--- src/rtl/pwm6_trig.sv ---
module pwm6_trig #(
  parameter int NCH = 6,
  parameter int CW  = 24,
  parameter int PSW = 3,
  parameter int AW  = 8,
  parameter int DW  = 32
) (
  input  logic           clk,
  input  logic           rst_n,
  input  logic           bus_we,
  input  logic [AW-1:0]  bus_addr,
  input  logic [DW-1:0]  bus_wdata,
  output logic [DW-1:0]  bus_rdata,
  output logic [NCH-1:0] pwm_o,
  output logic [NCH-1:0] pwm_oe
);
  localparam int POL_B = 8;
  localparam int TYP_B = 16;
  localparam int SMT_B = 24;
  localparam int PS_STRIDE = 4;
  localparam int CH_BASE = 8;
  localparam int CH_STRIDE = 8;
  localparam int HI_OFS = 4;

  logic [NCH-1:0] trig, pol, typ, smth, imm_q, pend;
  logic [NCH-1:0] commit, tick, wrap, raw, lvl;
  logic [NCH-1:0][PSW-1:0] ps_sh, ps_act, ps_cnt;
  logic [NCH-1:0][CW-1:0] per_sh, hi_sh, per_act, hi_act, cnt;

  wire wr_ctrl = bus_we && (bus_addr == AW'(0));
  wire wr_ps   = bus_we && (bus_addr == AW'(4));

  assign commit = wr_ctrl ? (bus_wdata[NCH-1:0] & ~trig) : '0;

  for (genvar g = 0; g < NCH; g++) begin : g_ch
    assign tick[g] = ps_cnt[g] >= ps_act[g];
    assign wrap[g] = tick[g] &&
                     ((per_act[g] <= CW'(1)) || (cnt[g] >= per_act[g] - CW'(1)));
    assign raw[g]    = cnt[g] < hi_act[g];
    assign lvl[g]    = pol[g] ? raw[g] : ~raw[g];
    assign pwm_o[g]  = typ[g] & lvl[g];
    assign pwm_oe[g] = typ[g] | ~lvl[g];
  end

  always_ff @(posedge clk or negedge rst_n) begin
    if (!rst_n) begin
      trig <= '0; pol <= '0; typ <= '0; smth <= '0;
      imm_q <= '0; pend <= '0;
      ps_sh <= '0; ps_act <= '0; ps_cnt <= '0;
      per_sh <= '0; hi_sh <= '0; per_act <= '0; hi_act <= '0; cnt <= '0;
    end else begin
      if (wr_ctrl) begin
        trig <= bus_wdata[NCH-1:0];
        pol  <= bus_wdata[POL_B +: NCH];
        typ  <= bus_wdata[TYP_B +: NCH];
        smth <= bus_wdata[SMT_B +: NCH];
      end
      imm_q <= commit & ~smth;
      for (int n = 0; n < NCH; n++) begin
        if (wr_ps)
          ps_sh[n] <= bus_wdata[PS_STRIDE*n +: PSW];
        if (bus_we && bus_addr == AW'(CH_BASE + CH_STRIDE*n))
          per_sh[n] <= bus_wdata[CW-1:0];
        if (bus_we && bus_addr == AW'(CH_BASE + CH_STRIDE*n + HI_OFS))
          hi_sh[n] <= bus_wdata[CW-1:0];

        if (commit[n])
          pend[n] <= smth[n];
        else if (wrap[n] && pend[n])
          pend[n] <= 1'b0;

        if (imm_q[n] || (wrap[n] && pend[n])) begin
          ps_act[n]  <= ps_sh[n];
          per_act[n] <= per_sh[n];
          hi_act[n]  <= hi_sh[n];
          cnt[n]     <= '0;
          ps_cnt[n]  <= '0;
        end else if (tick[n]) begin
          ps_cnt[n] <= '0;
          cnt[n]    <= wrap[n] ? '0 : cnt[n] + CW'(1);
        end else begin
          ps_cnt[n] <= ps_cnt[n] + PSW'(1);
        end
      end
    end
  end

  always_comb begin
    bus_rdata = '0;
    if (bus_addr == AW'(0)) begin
      bus_rdata[NCH-1:0]     = trig;
      bus_rdata[POL_B +: NCH] = pol;
      bus_rdata[TYP_B +: NCH] = typ;
      bus_rdata[SMT_B +: NCH] = smth;
    end
    if (bus_addr == AW'(4))
      for (int n = 0; n < NCH; n++) bus_rdata[PS_STRIDE*n +: PSW] = ps_sh[n];
    for (int n = 0; n < NCH; n++) begin
      if (bus_addr == AW'(CH_BASE + CH_STRIDE*n))
        bus_rdata[CW-1:0] = per_sh[n];
      if (bus_addr == AW'(CH_BASE + CH_STRIDE*n + HI_OFS))
        bus_rdata[CW-1:0] = hi_sh[n];
    end
  end
endmodule

--- config.mk ---
export PLATFORM = sky130hd
export DESIGN_NAME = pwm6_trig
export DESIGN_NICKNAME = d
export VERILOG_FILES = /design/src/rtl/pwm6_trig.sv
export SDC_FILE = /design/constraint.sdc
export NUM_CORES = 2
export LEC_CHECK = 0
export ABC_AREA = 1
export BUFFER_PORTS_ARGS = -buffer_cell sky130_fd_sc_hd__buf_2
export CAP_MARGIN = 30
export CORE_ASPECT_RATIO = 0.7
export CORE_MARGIN = 2
export CORE_UTILIZATION = 47
export CTS_CLUSTER_SIZE = 10
export DETAILED_ROUTE_END_ITERATION = 7
export PLACE_DENSITY_LB_ADDON = 0.2
export REMOVE_ABC_BUFFERS = 1
export SLEW_MARGIN = 20
export SYNTH_ARGS = -nofsm -noshare
export SYNTH_HDL_FRONTEND = slang
export SYNTH_SLANG_ARGS = --single-unit
export TNS_END_PERCENT = 50
--- constraint.sdc ---
create_clock -name clk -period 3.4 [get_ports clk]
set_input_delay 0.68 -clock clk [delete_from_list [all_inputs] [get_ports clk]]
set_output_delay 0.68 -clock clk [all_outputs]
set_load 0.03 [all_outputs]
==> summary.md <==
| Metric | Value |
|---|---|
| Routability cong. | `0.972` |
| Relative slew slack | `0.251` |
| Fillers | `8475` |
| Root Driver | `clkbuf_16` |
| Worst vdd ir | `374 uV` |
| Psw | `5.31 mW` |
| Finished Core Util | `0.597` |
| Crit Path Class | `reg2reg` |
| Status | `finished with violations` |
| Ys Warns | `0` |
| Synth cell count leaders | `nand2_1 (1574), dfrtp_1 (810), o21ai_0 (600), inv_1 (599), nor2_1 (458)` |
| Setup-failing EPs final | `424` |
| Area of the core | `97900 um^2` |
| Slew at the pin with the worst max-slew slack | `1.12 ns` |
| Vias | `42.7k` |
| Detailed Routing Iterations Pass 1 | `8` |
| Starting Density | `0.474` |
| F_max | `272 MHz` |
| EDFF count, synth | `0` |
| Leakage | `30.0 nW` |
| DRC | `0` |
| Number of cell rows | `96` |
| Worst hold slack | `0.178 ns` |
| Gate power share | `0.062` |
| Cell area after synthesis | `46400 um^2` |
| Yosys reg bits | `810` |
| Sequential power share | `0.497` |
| Hold_sp | `bus_wdata[25]` |
| Fin crit period | `3.68 ns` |
| Die Span Y | `267 um` |
| Failing checks | `negative setup slack` |
| CP arrival | `4.26 ns` |
| Proportion of layout cells with a drive suffix above 1 | `0.199` |
| Area occupied by multi-input gates | `25100 um^2` |
| Area leader, netlist | `dfrtp_1` |
| Final net count | `6713` |
| Number of global-route vias before repair | `39.0k` |
| Drt total wl | `163 mm` |
| Die area | `101000 um^2` |
| Largest cells by area after synthesis | `dfrtp_1 (44%), nand2_1 (13%), ha_1 (8.7%), o21ai_0 (6.5%), inv_1 (4.8%)` |
| TritonCTS Buffers | `92` |
| Vias per Instance | `5.56` |
| RSZ-0062 raised after global routing | `true` |
| Startpoint Class | `register` |
| Register area share after synthesis | `0.437` |
| Clock network fraction of design power | `0.441` |
| Post-Syn Area per Cell | `7.89 um^2` |
| Global-route wire length before repair | `240 mm` |
| Sequential Area | `20300 um^2` |
| CP max FO | `7` |
| Initial antenna violation count | `1` |
| IO Port Bufs | `82` |
| Max Transition Viols Final | `0` |
| Pint | `15.2 mW` |
| Final WS setup | `-0.276 ns` |
| Aggregate global routing overflow | `0` |
| Clk sink count | `810` |
| Clk Latency, worst-skew pair | `0.72 ns` |
| Top cell type's share of synthesized area | `0.437` |
| Area Growth Syn to Fin | `25.8%` |
| Layout Skew | `0.0231 ns` |
| Distinct cells, synth | `58` |
| Avg WL per Cell | `21.2 um` |
| Critical Path Source | `per_act[26]` |
| Power per cell area | `351 nW/um^2` |
| RR Startpoint | `per_act[26]` |
| # Max-Cap Violations | `0` |
| Die Width | `380 um` |
| Cells after synthesis | `5882` |
| Largest net degree at the start of global routing | `75` |
| Placed cells | `7420` |
| Top-count cell post-synth | `nand2_1` |
| Main synth FF type | `dfrtp_1` |
| WP data required | `3.98 ns` |
| ANT nets after route | `0` |
| Final hold viol count | `0` |
| Setup TNS | `-54.07 ns` |
| Critical Path End Type | `register` |
| Crit share post-route | `1.08` |
| Register clock-pin slew on the reported worst setup and hold paths | `0.06 ns` |
| GRT Util Overall | `0.309` |
| Async set or reset register ratio after synthesis | `1.00` |
| Maximum clock path buffer count | `3` |
| H-tree levels | `3` |
| Switch share | `0.259` |
| CTS tree | `built` |
| Min-Delay Path Class | `in2reg` |
| Initial drt markers | `5112` |
| Fin cells | `7690` |
| I/O pin total | `87` |
| Dpl hpwl | `113 mm` |
path summary, 6_finish.rpt:
path | slack, ns | to | cells past startpoint
worst max-delay path | -0.28 | cnt[41] | 24
worst min-delay path | 0.18 | smth[1] | 3
worst max register to register | -0.28 | cnt[41] | 24
worst min register to register | 0.44 | imm_q[5] | 1
max in group asynchronous | 1.82 | per_sh[72] | 3
min in group asynchronous | 0.53 | cnt[18] | 2
critical path: stages (launching register included):
cell,delay [ns]
dfrtp_1,0.44
nor2_2,0.19
nand2_4,0.08
nor2_4,0.10
nand2_2,0.08
buf_6,0.12
buf_4,0.12
buf_4,0.12
buf_4,0.12
buf_4,0.12
buf_4,0.12
buf_4,0.12
buf_4,0.14
xor2_2,0.14
ha_2,0.32
nand4_1,0.12
nor2_1,0.15
nand2_1,0.11
nand4_4,0.13
nand3_4,0.12
buf_6,0.15
buf_8,0.13
clkbuf_16,0.16
nand4_1,0.06
o21ai_1,0.07
stage by stage:
step                power [mW]  setup slack (ns)  instance area [um^2]
finish                    20.5            -0.276                 58400
global route              21.1            -0.518                 58400
CTS                       20.4            -0.203                 55400
detailed placement        11.4            -0.292                 50600
global placement          11.4            -0.248                 50600
floorplan                 10.7             -1.41                 45200
cells by family after synthesis:
family / share of synthesized area
AND/OR/NAND/NOR: 0.254
AO/OA/AOI/OAI: 0.107
buffers and inverters: 0.0749
flip-flops: 0.437
adder cells (fa/ha/maj): 0.0873
XOR/XNOR: 0.0406
other: 0.0000808
flip-flops by register name (all words and copies together), names as in the netlist:
name     cells
imm_q        6
per_act    144
ps_act      18
smth         6
trig         6
ps_sh       18
pend         6
cnt        144
per_sh     144
pol          6
typ          6
hi_act     144
hi_sh      144
ps_cnt      18
layout make-up:
class	instances	share of cell area
multi-input combinational	4224	0.431
sequential	810	0.347
timing repair buffer	604	0.111
clock buffer	106	0.0409
inverter	614	0.0395
tap	1323	0.0283
clock inverter	7	0.00210
antenna	2	0.0000857
cells in the final DEF, fill, tap and decap left out, types with 38 or more instances in the layout:
master	n
a21oi_1	184
buf_12	65
buf_2	77
buf_4	350
buf_6	38
clkbuf_16	121
dfrtp_1	801
ha_1	310
inv_1	575
nand2_1	1377
nand2_2	115
nand2_4	95
nand3_1	228
nand4_1	250
nor2_1	407
nor2_2	39
nor3_1	68
o21ai_0	437
o21ai_1	136
o21ai_2	118
xnor2_1	47
xor2_1	162
repair_timing:
item | CTS | global route
pin swaps | 48 | 123
resized for setup | 352 | 567
endpoints found under the setup margin | 445 | 509
setup buffers | 62 | 30
hold endpoints to repair | 27 | 0
gates cloned | 33 | 40
hold buffers | 1 | 0
power by group through the flow:
stage | Combinational, mW | Clock (mW) | Sequential, mW
2_1_floorplan | 0.509 | 0 | 10.1
3_3_place_gp | 1.12 | 0 | 10.3
3_5_place_dp | 1.14 | 0 | 10.3
4_1_cts | 1.20 | 9.09 | 10.1
5_1_grt | 1.41 | 9.47 | 10.2
6_report | 1.27 | 9.04 | 10.2
per-layer routing:
metal | wire, um | vias to the layer above | track usage
met5 | 0 | - | 0
met4 | 4760 | 0 | 0.0917
met3 | 16200 | 238 | 0.0581
met2 | 65700 | 1797 | 0.420
met1 | 76400 | 20400 | 0.488
li1 | - | 20200 | -
(Power assumes the default switching activity.)
